<file path="src/rtl/pcu_pkg.sv">
package pcu_pkg;

    // Branch condition codes (funct3 of a conditional branch)
    typedef enum logic [2:0] {
        BR_EQ  = 3'b000,
        BR_NE  = 3'b001,
        BR_LT  = 3'b100,
        BR_GE  = 3'b101,
        BR_LTU = 3'b110,
        BR_GEU = 3'b111
    } br_cond_e;

    // Which transfer, if any, the current instruction performs
    typedef enum logic [1:0] {
        XFER_NONE,
        XFER_BRANCH,
        XFER_JAL,
        XFER_JALR
    } xfer_e;

endpackage

</file>
<file path="src/rtl/pcu_branch_cmp.sv">
module pcu_branch_cmp #(
    parameter int unsigned W = 32
) (
    input  logic [W-1:0] a_i,
    input  logic [W-1:0] b_i,
    input  logic [2:0]   cond_i,
    output logic         take_o
);
    import pcu_pkg::*;

    logic [W:0] diff;
    logic       eq;
    logic       ult;
    logic       slt;

    always_comb begin
        // one subtractor gives the unsigned order through its borrow
        diff = {1'b0, a_i} - {1'b0, b_i};
        eq   = (a_i == b_i);
        ult  = diff[W];
        // when the signs differ, the negative operand is the smaller one
        slt  = (a_i[W-1] ^ b_i[W-1]) ? a_i[W-1] : ult;

        case (cond_i)
            BR_EQ:   take_o = eq;
            BR_NE:   take_o = !eq;
            BR_LT:   take_o = slt;
            BR_GE:   take_o = !slt;
            BR_LTU:  take_o = ult;
            BR_GEU:  take_o = !ult;
            default: take_o = 1'b0;
        endcase
    end

endmodule

</file>
<file path="src/rtl/pcu_target_gen.sv">
module pcu_target_gen #(
    parameter int unsigned W          = 32,
    parameter int unsigned INSN_BYTES = 4,
    parameter int unsigned UPPER_LSB  = 12
) (
    input  logic [W-1:0] pc_i,
    input  logic [W-1:0] rs1_i,
    input  logic [W-1:0] imm_i,
    output logic [W-1:0] rel_tgt_o,
    output logic [W-1:0] reg_tgt_o,
    output logic [W-1:0] link_o,
    output logic [W-1:0] upper_o
);
    localparam logic [W-1:0] STEP     = W'(INSN_BYTES);
    localparam logic [W-1:0] LSB_MASK = ~W'(1);

    logic [W-1:0] reg_sum;
    logic [W-1:0] upper_imm;

    always_comb begin
        rel_tgt_o = pc_i + imm_i;
        reg_sum   = rs1_i + imm_i;
        reg_tgt_o = reg_sum & LSB_MASK;
        link_o    = pc_i + STEP;
        upper_imm = {imm_i[W-1:UPPER_LSB], {UPPER_LSB{1'b0}}};
        upper_o   = pc_i + upper_imm;
    end

endmodule

</file>
<file path="src/rtl/pcu_align_chk.sv">
module pcu_align_chk #(
    parameter int unsigned ALIGN_BYTES = 4,
    localparam int unsigned AB   = $clog2(ALIGN_BYTES),
    localparam int unsigned LSBW = (AB > 0) ? AB : 1
) (
    input  logic [LSBW-1:0] lsb_i,
    output logic            misal_o
);
    generate
        if (AB == 0) begin : g_none
            assign misal_o = 1'b0;
        end else begin : g_chk
            assign misal_o = |lsb_i;
        end
    endgenerate

endmodule

</file>
<file path="src/rtl/pc_redirect_unit.sv">
module pc_redirect_unit #(
    parameter int unsigned XLEN        = 32,
    parameter int unsigned ALIGN_BYTES = 4,
    parameter int unsigned INSN_BYTES  = 4
) (
    input  logic            clk,
    input  logic            rst_n,
    input  logic [XLEN-1:0] pc_i,
    input  logic [XLEN-1:0] rs1_i,
    input  logic [XLEN-1:0] rs2_i,
    input  logic [XLEN-1:0] imm_i,
    input  logic [2:0]      cond_i,
    input  logic            is_branch_i,
    input  logic            is_jal_i,
    input  logic            is_jalr_i,
    input  logic            is_auipc_i,
    output logic [XLEN-1:0] next_pc_o,
    output logic            redirect_o,
    output logic [XLEN-1:0] rd_val_o,
    output logic            misalign_o
);
    import pcu_pkg::*;

    localparam int unsigned AB   = $clog2(ALIGN_BYTES);
    localparam int unsigned LSBW = (AB > 0) ? AB : 1;

    typedef struct packed {
        logic [XLEN-1:0] next_pc;
        logic            redirect;
        logic [XLEN-1:0] rd_val;
        logic            misalign;
    } pcu_state_t;

    pcu_state_t st_d, st_q;

    logic            br_take;
    logic [XLEN-1:0] rel_tgt;
    logic [XLEN-1:0] reg_tgt;
    logic [XLEN-1:0] link_val;
    logic [XLEN-1:0] upper_val;
    logic            rel_misal;
    logic            reg_misal;
    xfer_e           xfer;
    logic [XLEN-1:0] tgt;
    logic            tgt_bad;

    pcu_branch_cmp #(.W(XLEN)) u_cmp (
        .a_i    (rs1_i),
        .b_i    (rs2_i),
        .cond_i (cond_i),
        .take_o (br_take)
    );

    pcu_target_gen #(.W(XLEN), .INSN_BYTES(INSN_BYTES), .UPPER_LSB(12)) u_tgt (
        .pc_i      (pc_i),
        .rs1_i     (rs1_i),
        .imm_i     (imm_i),
        .rel_tgt_o (rel_tgt),
        .reg_tgt_o (reg_tgt),
        .link_o    (link_val),
        .upper_o   (upper_val)
    );

    pcu_align_chk #(.ALIGN_BYTES(ALIGN_BYTES)) u_rel_align (
        .lsb_i   (rel_tgt[LSBW-1:0]),
        .misal_o (rel_misal)
    );

    pcu_align_chk #(.ALIGN_BYTES(ALIGN_BYTES)) u_reg_align (
        .lsb_i   (reg_tgt[LSBW-1:0]),
        .misal_o (reg_misal)
    );

    always_comb begin
        // resolve which transfer wins: register jump, relative jump, taken branch
        if (is_jalr_i)                  xfer = XFER_JALR;
        else if (is_jal_i)              xfer = XFER_JAL;
        else if (is_branch_i && br_take) xfer = XFER_BRANCH;
        else                            xfer = XFER_NONE;

        tgt     = (xfer == XFER_JALR) ? reg_tgt : rel_tgt;
        tgt_bad = (xfer == XFER_JALR) ? reg_misal : rel_misal;

        st_d.next_pc  = link_val;
        st_d.redirect = 1'b0;
        st_d.misalign = 1'b0;
        st_d.rd_val   = '0;

        if (xfer != XFER_NONE) begin
            st_d.next_pc = tgt;
            if (tgt_bad) st_d.misalign = 1'b1;
            else         st_d.redirect = 1'b1;
        end

        if (is_jal_i || is_jalr_i) st_d.rd_val = link_val;
        else if (is_auipc_i)       st_d.rd_val = upper_val;
    end

    always_ff @(posedge clk or negedge rst_n) begin
        if (!rst_n) st_q <= '0;
        else        st_q <= st_d;
    end

    assign next_pc_o  = st_q.next_pc;
    assign redirect_o = st_q.redirect;
    assign rd_val_o   = st_q.rd_val;
    assign misalign_o = st_q.misalign;

endmodule

</file>
<file path="config.mk">
export PLATFORM = sky130hd
export DESIGN_NAME = pc_redirect_unit
export DESIGN_NICKNAME = d
export VERILOG_FILES = /design/src/rtl/pcu_pkg.sv /design/src/rtl/pcu_branch_cmp.sv /design/src/rtl/pcu_target_gen.sv /design/src/rtl/pcu_align_chk.sv /design/src/rtl/pc_redirect_unit.sv
export SDC_FILE = /design/constraint.sdc
export NUM_CORES = 1
export LEC_CHECK = 0
export ABC_AREA = 1
export ABC_CLOCK_PERIOD_IN_PS = 800
export BUFFER_PORTS_ARGS = -buffer_cell sky130_fd_sc_hd__buf_2
export CAP_MARGIN = 20
export CORE_MARGIN = 4
export CORE_UTILIZATION = 60
export DETAILED_ROUTE_END_ITERATION = 16
export GPL_ROUTABILITY_DRIVEN = 0
export PLACE_DENSITY = 0.87
export SLEW_MARGIN = 20
export SYNTH_ARGS = -nofsm -noshare
export SYNTH_HDL_FRONTEND = slang
export SYNTH_SLANG_ARGS = --single-unit
</file>
<file path="constraint.sdc">
create_clock -name clk -period 0.8 [get_ports clk]
set_clock_uncertainty 0.05 [all_clocks]
set_input_delay 0.08 -clock clk [delete_from_list [all_inputs] [get_ports clk]]
set_output_delay 0.08 -clock clk [all_outputs]
set_load 0.05 [all_outputs]
</file>
==> run_results.csv, run 1 <==
group,metric,value,unit
run_status,status,"did not finish",
run_status,failed_stage,"clock tree synthesis (4_1_cts)",
run_status,firstError,"[ERROR DPL-0038] Utilization greater than 100%, impossible to legalize",
clock_tree,cts_setup_buffers,67,
place,dp.final_hpwl,32800,um
floorplanning,start_util,0.620,
floorplanning,rows,42,
synthesis,yosys_warnings,0,
synthesis,ys_ff_latch,66,
synthesis,synth_area,8310,um2
place,io_buffers,202,
floorplanning,io_pins,203,
place,placedInstanceArea,12500,um2
clock_tree,cts_buffer_depth,2,
synthesis,synth_edf_count,0,
floorplanning,die_h,126,um
clock_tree,holdBufCountCts,1,
clock_tree,ctsResizeCount,590,
synthesis,async_flop_share,1.00,
synthesis,netlist-cell-type-count,51,
place,dp_slack,-1.65,ns
synthesis,ys_seq_area_frac,0.199,
clock_tree,cts_made_buffers,9,
synthesis,ys_top_cells_by_area,"dfrtp_1, nand2_1, ha_1",
synthesis,netlist_instances,1299,
synthesis,synth_top_area_cell,"dfrtp_1",
synthesis,synth_top_area_share,0.199,
place,dp_cells,1951,
synthesis,synth.avg_cell_area,6.40,um2
synthesis,synth_ff_type,"dfrtp_1",
clock_tree,htreeDepth,3,
synthesis,synth_fp_nets,1533,
floorplanning,die_width,126,um
clock_tree,root_buffer,"clkbuf_16",
clock_tree,cts_sinks,66,
## through the flow
| step | utilization | hold WS [ns] |
|---|---|---|
| 2_1_floorplan | - | -0.266 |
| 3_3_place_gp | 0.936 | 0.0562 |
| 3_5_place_dp | 0.936 | 0.0615 |
## logic make-up after synthesis
kind of cell | count (synthesis) | share of synthesized area
AO/OA/AOI/OAI | 280 | 0.185
XOR/XNOR | 55 | 0.0580
adder cells (fa/ha/maj) | 97 | 0.149
buffers and inverters | 171 | 0.0816
flip-flops | 66 | 0.199
AND/OR/NAND/NOR | 630 | 0.328
## cells in the mapped netlist, types with 3 or more instances
master	number
nand3_2	3
nand2_1	354
nor2_2	3
o21a_1	10
o21bai_1	3
a21o_1	12
nor2_4	3
dfrtp_1	66
inv_2	5
a21boi_0	6
o21ai_0	81
nand2_2	4
xnor2_1	17
clkbuf_1	11
a21oi_1	125
nor3_1	16
nor2_1	105
o21ai_1	24
nand3_1	100
a31oi_1	5
nand3b_1	3
fa_1	3
inv_1	144
nand4_1	19
buf_6	3
xor2_1	38
ha_1	94
nor4_1	10
buf_4	3
==> inputs of run 2 (changes only) <==
--- a/config.mk
+++ b/config.mk
@@ -10,10 +10,10 @@
 export BUFFER_PORTS_ARGS = -buffer_cell sky130_fd_sc_hd__buf_2
 export CAP_MARGIN = 20
 export CORE_MARGIN = 4
-export CORE_UTILIZATION = 60
+export CORE_UTILIZATION = 40
 export DETAILED_ROUTE_END_ITERATION = 16
 export GPL_ROUTABILITY_DRIVEN = 0
-export PLACE_DENSITY = 0.87
+export PLACE_DENSITY_LB_ADDON = 0.15
 export SLEW_MARGIN = 20
 export SYNTH_ARGS = -nofsm -noshare
 export SYNTH_HDL_FRONTEND = slang
==> run 2 against run 1 <==
  * The flow now finishes, with violations (setup timing)
  * Synthesized area unchanged
  * Synthesized cell count unchanged
==> run_results.csv, run 2 <==
group,metric,value,unit
synthesis,synth-simple-area-share,0.328,
global_route,track_usage,0.305,
hold_path,whs_path_depth,4,
worst_setup_path,worst-setup-path-type,"in -> reg",
synthesis,synth.avg_cell_area,6.40,um2
worst_setup_path,crit_path_max_fanout,4,
synthesis,synth_edf_count,0,
floorplanning,rows,52,
synthesis,ys_seq_area_frac,0.199,
route,wl,44600,um
timing,setup_viol_count_final,131,
floorplanning,io_pins,203,
route,wl_met3,4610,um
floorplanning,die_area,23100,um2
synthesis,synth_compound_area_frac,0.185,
timing,max_slew.worst_pin.slew,0.493,ns
route,routedWlPerCell,20.9,um
worst_setup_path,worst_setup_path_end_kind,"register",
route,viasPerCell,5.75,
route,topRoutingLayerUsed,"met4",
timing,setup_slack,-1.28,ns
clock_tree,clkTransAtPathRegs,0.06,ns
hold_path,hp-class,"in -> reg",
clock_tree,root_buffer,"clkbuf_16",
synthesis,synth_top_area_share,0.199,
clock_tree,cts_tree,"done",
final_layout,final_common_cell,"buf_4",
global_route,antenna_found_initial,1,
clock_tree,htreeDepth,3,
route,wl_met2,20200,um
synthesis,ys_top_cells_by_area,"dfrtp_1, nand2_1, ha_1",
global_route,grt_pass1_vias,11300,
power_and_ir_drop,power_density,1350,nW/um2
floorplanning,core_region_area,20400,um2
synthesis,async_flop_share,1.00,
worst_setup_path,required,1.03,ns
synthesis,synth_top_area_cell,"dfrtp_1",
synthesis,synth_area,8310,um2
synthesis,yosysMostFrequentCell,"nand2_1",
floorplanning,start_util,0.408,
final_layout,diodes,0,
route,wl_met1,16300,um
synthesis,synth_ff_type,"dfrtp_1",
synthesis,muxShareOfSynthArea,0,
route,final_antenna_net_count,0,
global_route,grt_start_max_net_pins,56,
place,dp_slack,-1.53,ns
synthesis,synth_fp_nets,1533,
synthesis,synth_top_family_by_area,"simple AND/OR/NAND/NOR gates",
worst_setup_path,arrival,2.31,ns
run_status,violations,"setup timing",
timing,maxSlewViolCount,0,
timing,max_freq,480,MHz
place,io_buffers,202,
final_layout,final_cell_mix,"buf_4, nand2_1, buf_6",
synthesis,synth-adder-area-share,0.149,
clock_tree,cts_sinks,66,
synthesis,ys_ff_latch,66,
final_layout,layout-drive-gt1-share,0.518,
route,drt_iter0_markers,1372,
clock_tree,cts_buffer_depth,2,
synthesis,yosys_warnings,0,
timing,slew_headroom,0.668,
place,dp.final_hpwl,27700,um
synthesis,synth_common_cells,"nand2_1, inv_1, a21oi_1",
final_layout,syn_to_final_growth,93.9,%
run_status,status,"complete, but fails checks",
final_layout,fin_nets,2099,
timing,period_minus_slack,2.08,ns
final_layout,num-fill-cells,1319,
timing,rsz0062_at_grt,"true",
synthesis,netlist-cell-type-count,51,
route,drt_pass1_iterations,6,
power_and_ir_drop,p_leak,7.81,nW
route,drc,0,
synthesis,synth-xor-area-share,0.0580,
clock_tree,cts_made_buffers,9,
timing,report.final.hold_viol_count,0,
worst_setup_path,startpoint_type,"input port",
timing,fin_crit_sh,2.60,
power_and_ir_drop,power,0.0218,W
global_route,overflow,0,
global_route,grt_pass1_wl,57500,um
floorplanning,die_h,152,um
floorplanning,die_width,152,um
power_and_ir_drop,ir_worst_vdd,0.924,mV
job,maxCapViolations,0,
route,num_vias,12300,
synthesis,netlist_instances,1299,
==> run 2: cell counts after synthesis <==
No cell type changed its count.
==> run 2: per-layer routing <==
layer	vias up	global-route usage
li1	5469	-
met1	5643	0.399
met2	899	0.511
met3	303	0.0312
met4	0	0.135
met5	-	0
==> run 2: repair_timing <==
item | 4_1_cts | 5_1_grt
hold endpoints to repair | 66 | 0
cloned | 4 | 2
setup endpoints to repair | 128 | 130
setup buffers | 36 | 38
gates resized for setup | 394 | 214
hold buffers | 1 | 0
pin swaps | 111 | 119
==> run 2: worst paths after layout <==
path	end	slack, ns	from
max	next_pc_o[27]	-1.28	pc_i[15]
min	next_pc_o[0]	0.06	pc_i[0]
max in group asynchronous	misalign_o	0.20	rst_n
min in group asynchronous	next_pc_o[30]	0.20	rst_n
==> run 2: cells by family after synthesis <==
group	count (synthesis)
AOI/OAI and AO/OA	280
xor gates and xnor gates	55
adders and majority gates	97
buffers and inverters	171
DFF	66
and+or+nand+nor	630
==> run 2: final cells by class <==
| type | count | area (um2) | share of cell area |
|---|---|---|---|
| sequential | 66 | 1650 | 0.102 |
| multi-input combinational | 1065 | 8240 | 0.511 |
| clock buffer | 13 | 270 | 0.0168 |
| clock inverter | 3 | 46.3 | 0.00287 |
| inverter | 150 | 628 | 0.0390 |
| timing repair buffer | 573 | 4940 | 0.307 |
| tap | 270 | 338 | 0.0210 |
==> run 2: report_power, final <==
group | leakage, nW | switching (W) | internal (W)
Sequential | 0.794 | 0.000261 | 0.00379
Clock | 0.152 | 0.00160 | 0.00268
Combinational | 6.86 | 0.00772 | 0.00570
==> run 2: worst max-delay path, cell delays in order <==
cell and delay, ns:
buf_6 0.11, buf_6 0.14, nand2_1 0.13, inv_2 0.11, nand4_1 0.23, nor4_4 0.41
nand4_1 0.48, xnor2_2 0.40, nand3_2 0.13, nand2_1 0.08
==> run 2: per-stage QoR <==
step	area [um2]	TNS [ns]	util	instances	hold slack, ns
after floorplan	9200	-43.36	-	1299	-0.266
after global placement	12900	-72.84	0.632	2062	0.0164
after detailed placement	12900	-75.81	0.632	2062	0.0160
after CTS	15000	-58.20	0.739	2114	0.0390
after global routing	16100	-71.96	0.791	2140	0.0756
final	16100	-67.17	0.791	2140	0.0649
(Power assumes the default switching activity.)
==> inputs of run 3 (changes only) <==
--- a/config.mk
+++ b/config.mk
@@ -13,7 +13,7 @@
 export CORE_UTILIZATION = 40
 export DETAILED_ROUTE_END_ITERATION = 16
 export GPL_ROUTABILITY_DRIVEN = 0
-export PLACE_DENSITY_LB_ADDON = 0.15
+export PLACE_DENSITY = 0.6
 export SLEW_MARGIN = 20
 export SYNTH_ARGS = -nofsm -noshare
 export SYNTH_HDL_FRONTEND = slang
==> run 3 against run 2 <==
  * The run still ends with setup timing left
  * Power rose by 1.1%
  * Sequential share of layout area fell by 0.20 points
  * Critical path depth rose by 4
  * Sequential power barely moved
  * Largest cell class unchanged
==> run_results.csv, run 3 (synthesis gave the netlist of run 2 again) <==
group,metric,value,unit
run_status,status,"complete, but fails checks",
run_status,violations,"setup timing",
global_route,grt_start_max_net_pins,30,
floorplanning,start_util,0.408,
clock_tree,cts_made_buffers,9,
floorplanning,die_width,152,um
global_route,grt_pass1_vias,11700,
route,viasPerCell,5.70,
floorplanning,core_region_area,20400,um2
clock_tree,root_buffer,"clkbuf_16",
clock_tree,htreeDepth,3,
timing,slew_headroom,0.672,
timing,report.final.hold_viol_count,0,
worst_setup_path,cp_common_cell,"nand2_1",
final_layout,final_cell_mix,"buf_4, nand2_1, buf_6",
timing,max_slew.worst_pin.slew,0.487,ns
timing,max_freq,490,MHz
global_route,antenna_found_initial,0,
timing,period_minus_slack,2.04,ns
route,drt_iter0_markers,1378,
worst_setup_path,max_stage_delay,0.36,ns
hold_path,hp-class,"in -> reg",
hold_path,whs_endpoint,"next_pc_o[0]",
hold_path,whs_path_depth,4,
route,routedWlPerCell,21.2,um
route,drt_pass1_iterations,6,
floorplanning,rows,52,
final_layout,fin_nets,2123,
final_layout,stdcell_area,16400,um2
final_layout,layout-drive-gt1-share,0.524,
worst_setup_path,arrival,2.27,ns
hold_path,hp-start,"pc_i[0]",
timing,fin_crit_sh,2.55,
floorplanning,die_area,23100,um2
place,dp_slack,-1.51,ns
power_and_ir_drop,power,0.0220,W
final_layout,syn_to_final_growth,97.7,%
worst_setup_path,cp_slowest_cell,"ha_1",
power_and_ir_drop,p_leak,8.03,nW
timing,whs,0.0893,ns
final_layout,diodes,0,
timing,maxSlewViolCount,0,
job,maxCapViolations,0,
route,drc,0,
place,dp.final_hpwl,28400,um
final_layout,final_common_cell,"buf_4",
place,io_buffers,202,
worst_setup_path,worst-setup-path-type,"in -> reg",
floorplanning,io_pins,203,
power_and_ir_drop,ir_worst_vdd,1.24,mV
power_and_ir_drop,power_density,1340,nW/um2
place,placedInstanceArea,12900,um2
global_route,overflow,0,
clock_tree,cts_sinks,66,
clock_tree,cts_buffer_depth,2,
timing,setup_slack,-1.24,ns
final_layout,num-fill-cells,1210,
final_layout,utilization,0.807,
floorplanning,die_h,152,um
worst_setup_path,startpoint_type,"input port",
route,wl,46000,um
clock_tree,clkTransAtPathRegs,0.06,ns
route,final_antenna_net_count,0,
worst_setup_path,worstPathCellList,"buf_2 > ha_1 > a21oi_1 > o21ai_0 > buf_4 > a21oi_1 > nor2_1 > nor2_1 > nand2_1 > nand2_1 > nand3_1 > nand2_1 > nand2_4 > nand2_2",
clock_tree,cts_tree,"done",
timing,rsz0062_at_grt,"true",
global_route,track_usage,0.317,
global_route,grt_pass1_wl,59600,um
worst_setup_path,crit_path_max_fanout,4,
worst_setup_path,worst_setup_path_end_kind,"register",
worst_setup_path,required,1.03,ns
route,num_vias,12300,
timing,setup_viol_count_final,128,
run 3: routing by layer:
metal / part of all wire / wire length [um] / up-vias / track usage
li1: - / - / 5531 / -
met1: 0.37 / 16800 / 5645 / 0.414
met2: 0.45 / 20700 / 857 / 0.528
met3: 0.10 / 4760 / 312 / 0.0423
met4: 0.080 / 3670 / 0 / 0.136
met5: 0 / 0 / - / 0
run 3: how the worst max path moves through the flow:
stage | start | to | slack, ns | cells past startpoint
finish | pc_i[10] | next_pc_o[25] | -1.24 | 14
global route | pc_i[2] | rd_val_o[26] | -1.28 | 14
CTS | rs2_i[21] | next_pc_o[22] | -0.92 | 17
detailed placement | rs2_i[21] | next_pc_o[31] | -1.51 | 16
global placement | rs2_i[21] | next_pc_o[31] | -1.40 | 16
floorplan | rs2_i[21] | next_pc_o[2] | -0.96 | 16
run 3: area by class of cell:
class,count,area (um2),share of cell area
repair buffers,597,5150,0.314
clock inverters,6,65.1,0.00396
flip-flops and latches,66,1650,0.101
clock buffers,10,239,0.0145
inverters,150,626,0.0381
multi-input cells,1065,8360,0.509
well taps,270,338,0.0206
run 3: report_power, final:
group          switching, W  internal, W
registers          0.000278      0.00379
logic               0.00786      0.00586
clock network       0.00170      0.00251
run 3: repair_timing:
item | 4_1_cts | 5_1_grt
setup endpoints to repair | 129 | 141
gates resized for setup | 470 | 189
hold buffers | 1 | 0
setup buffers | 53 | 37
gates cloned | 4 | 2
pin swaps | 113 | 138
endpoints found under the hold margin | 66 | 0
run 3: worst max-delay path: cells and delay by family:
family                   cells  cell delay [ns]
adder cells (fa/ha/maj)      1             0.36
buffers and inverters        2             0.32
AO/OA/AOI/OAI                3             0.62
AND/OR/NAND/NOR              8             0.90
run 3: stage by stage:
step	TNS [ns]	instances
floorplan	-43.36	1299
global placement	-72.09	2079
detailed placement	-75.53	2079
CTS	-56.25	2144
global route	-72.98	2164
finish	-68.57	2164
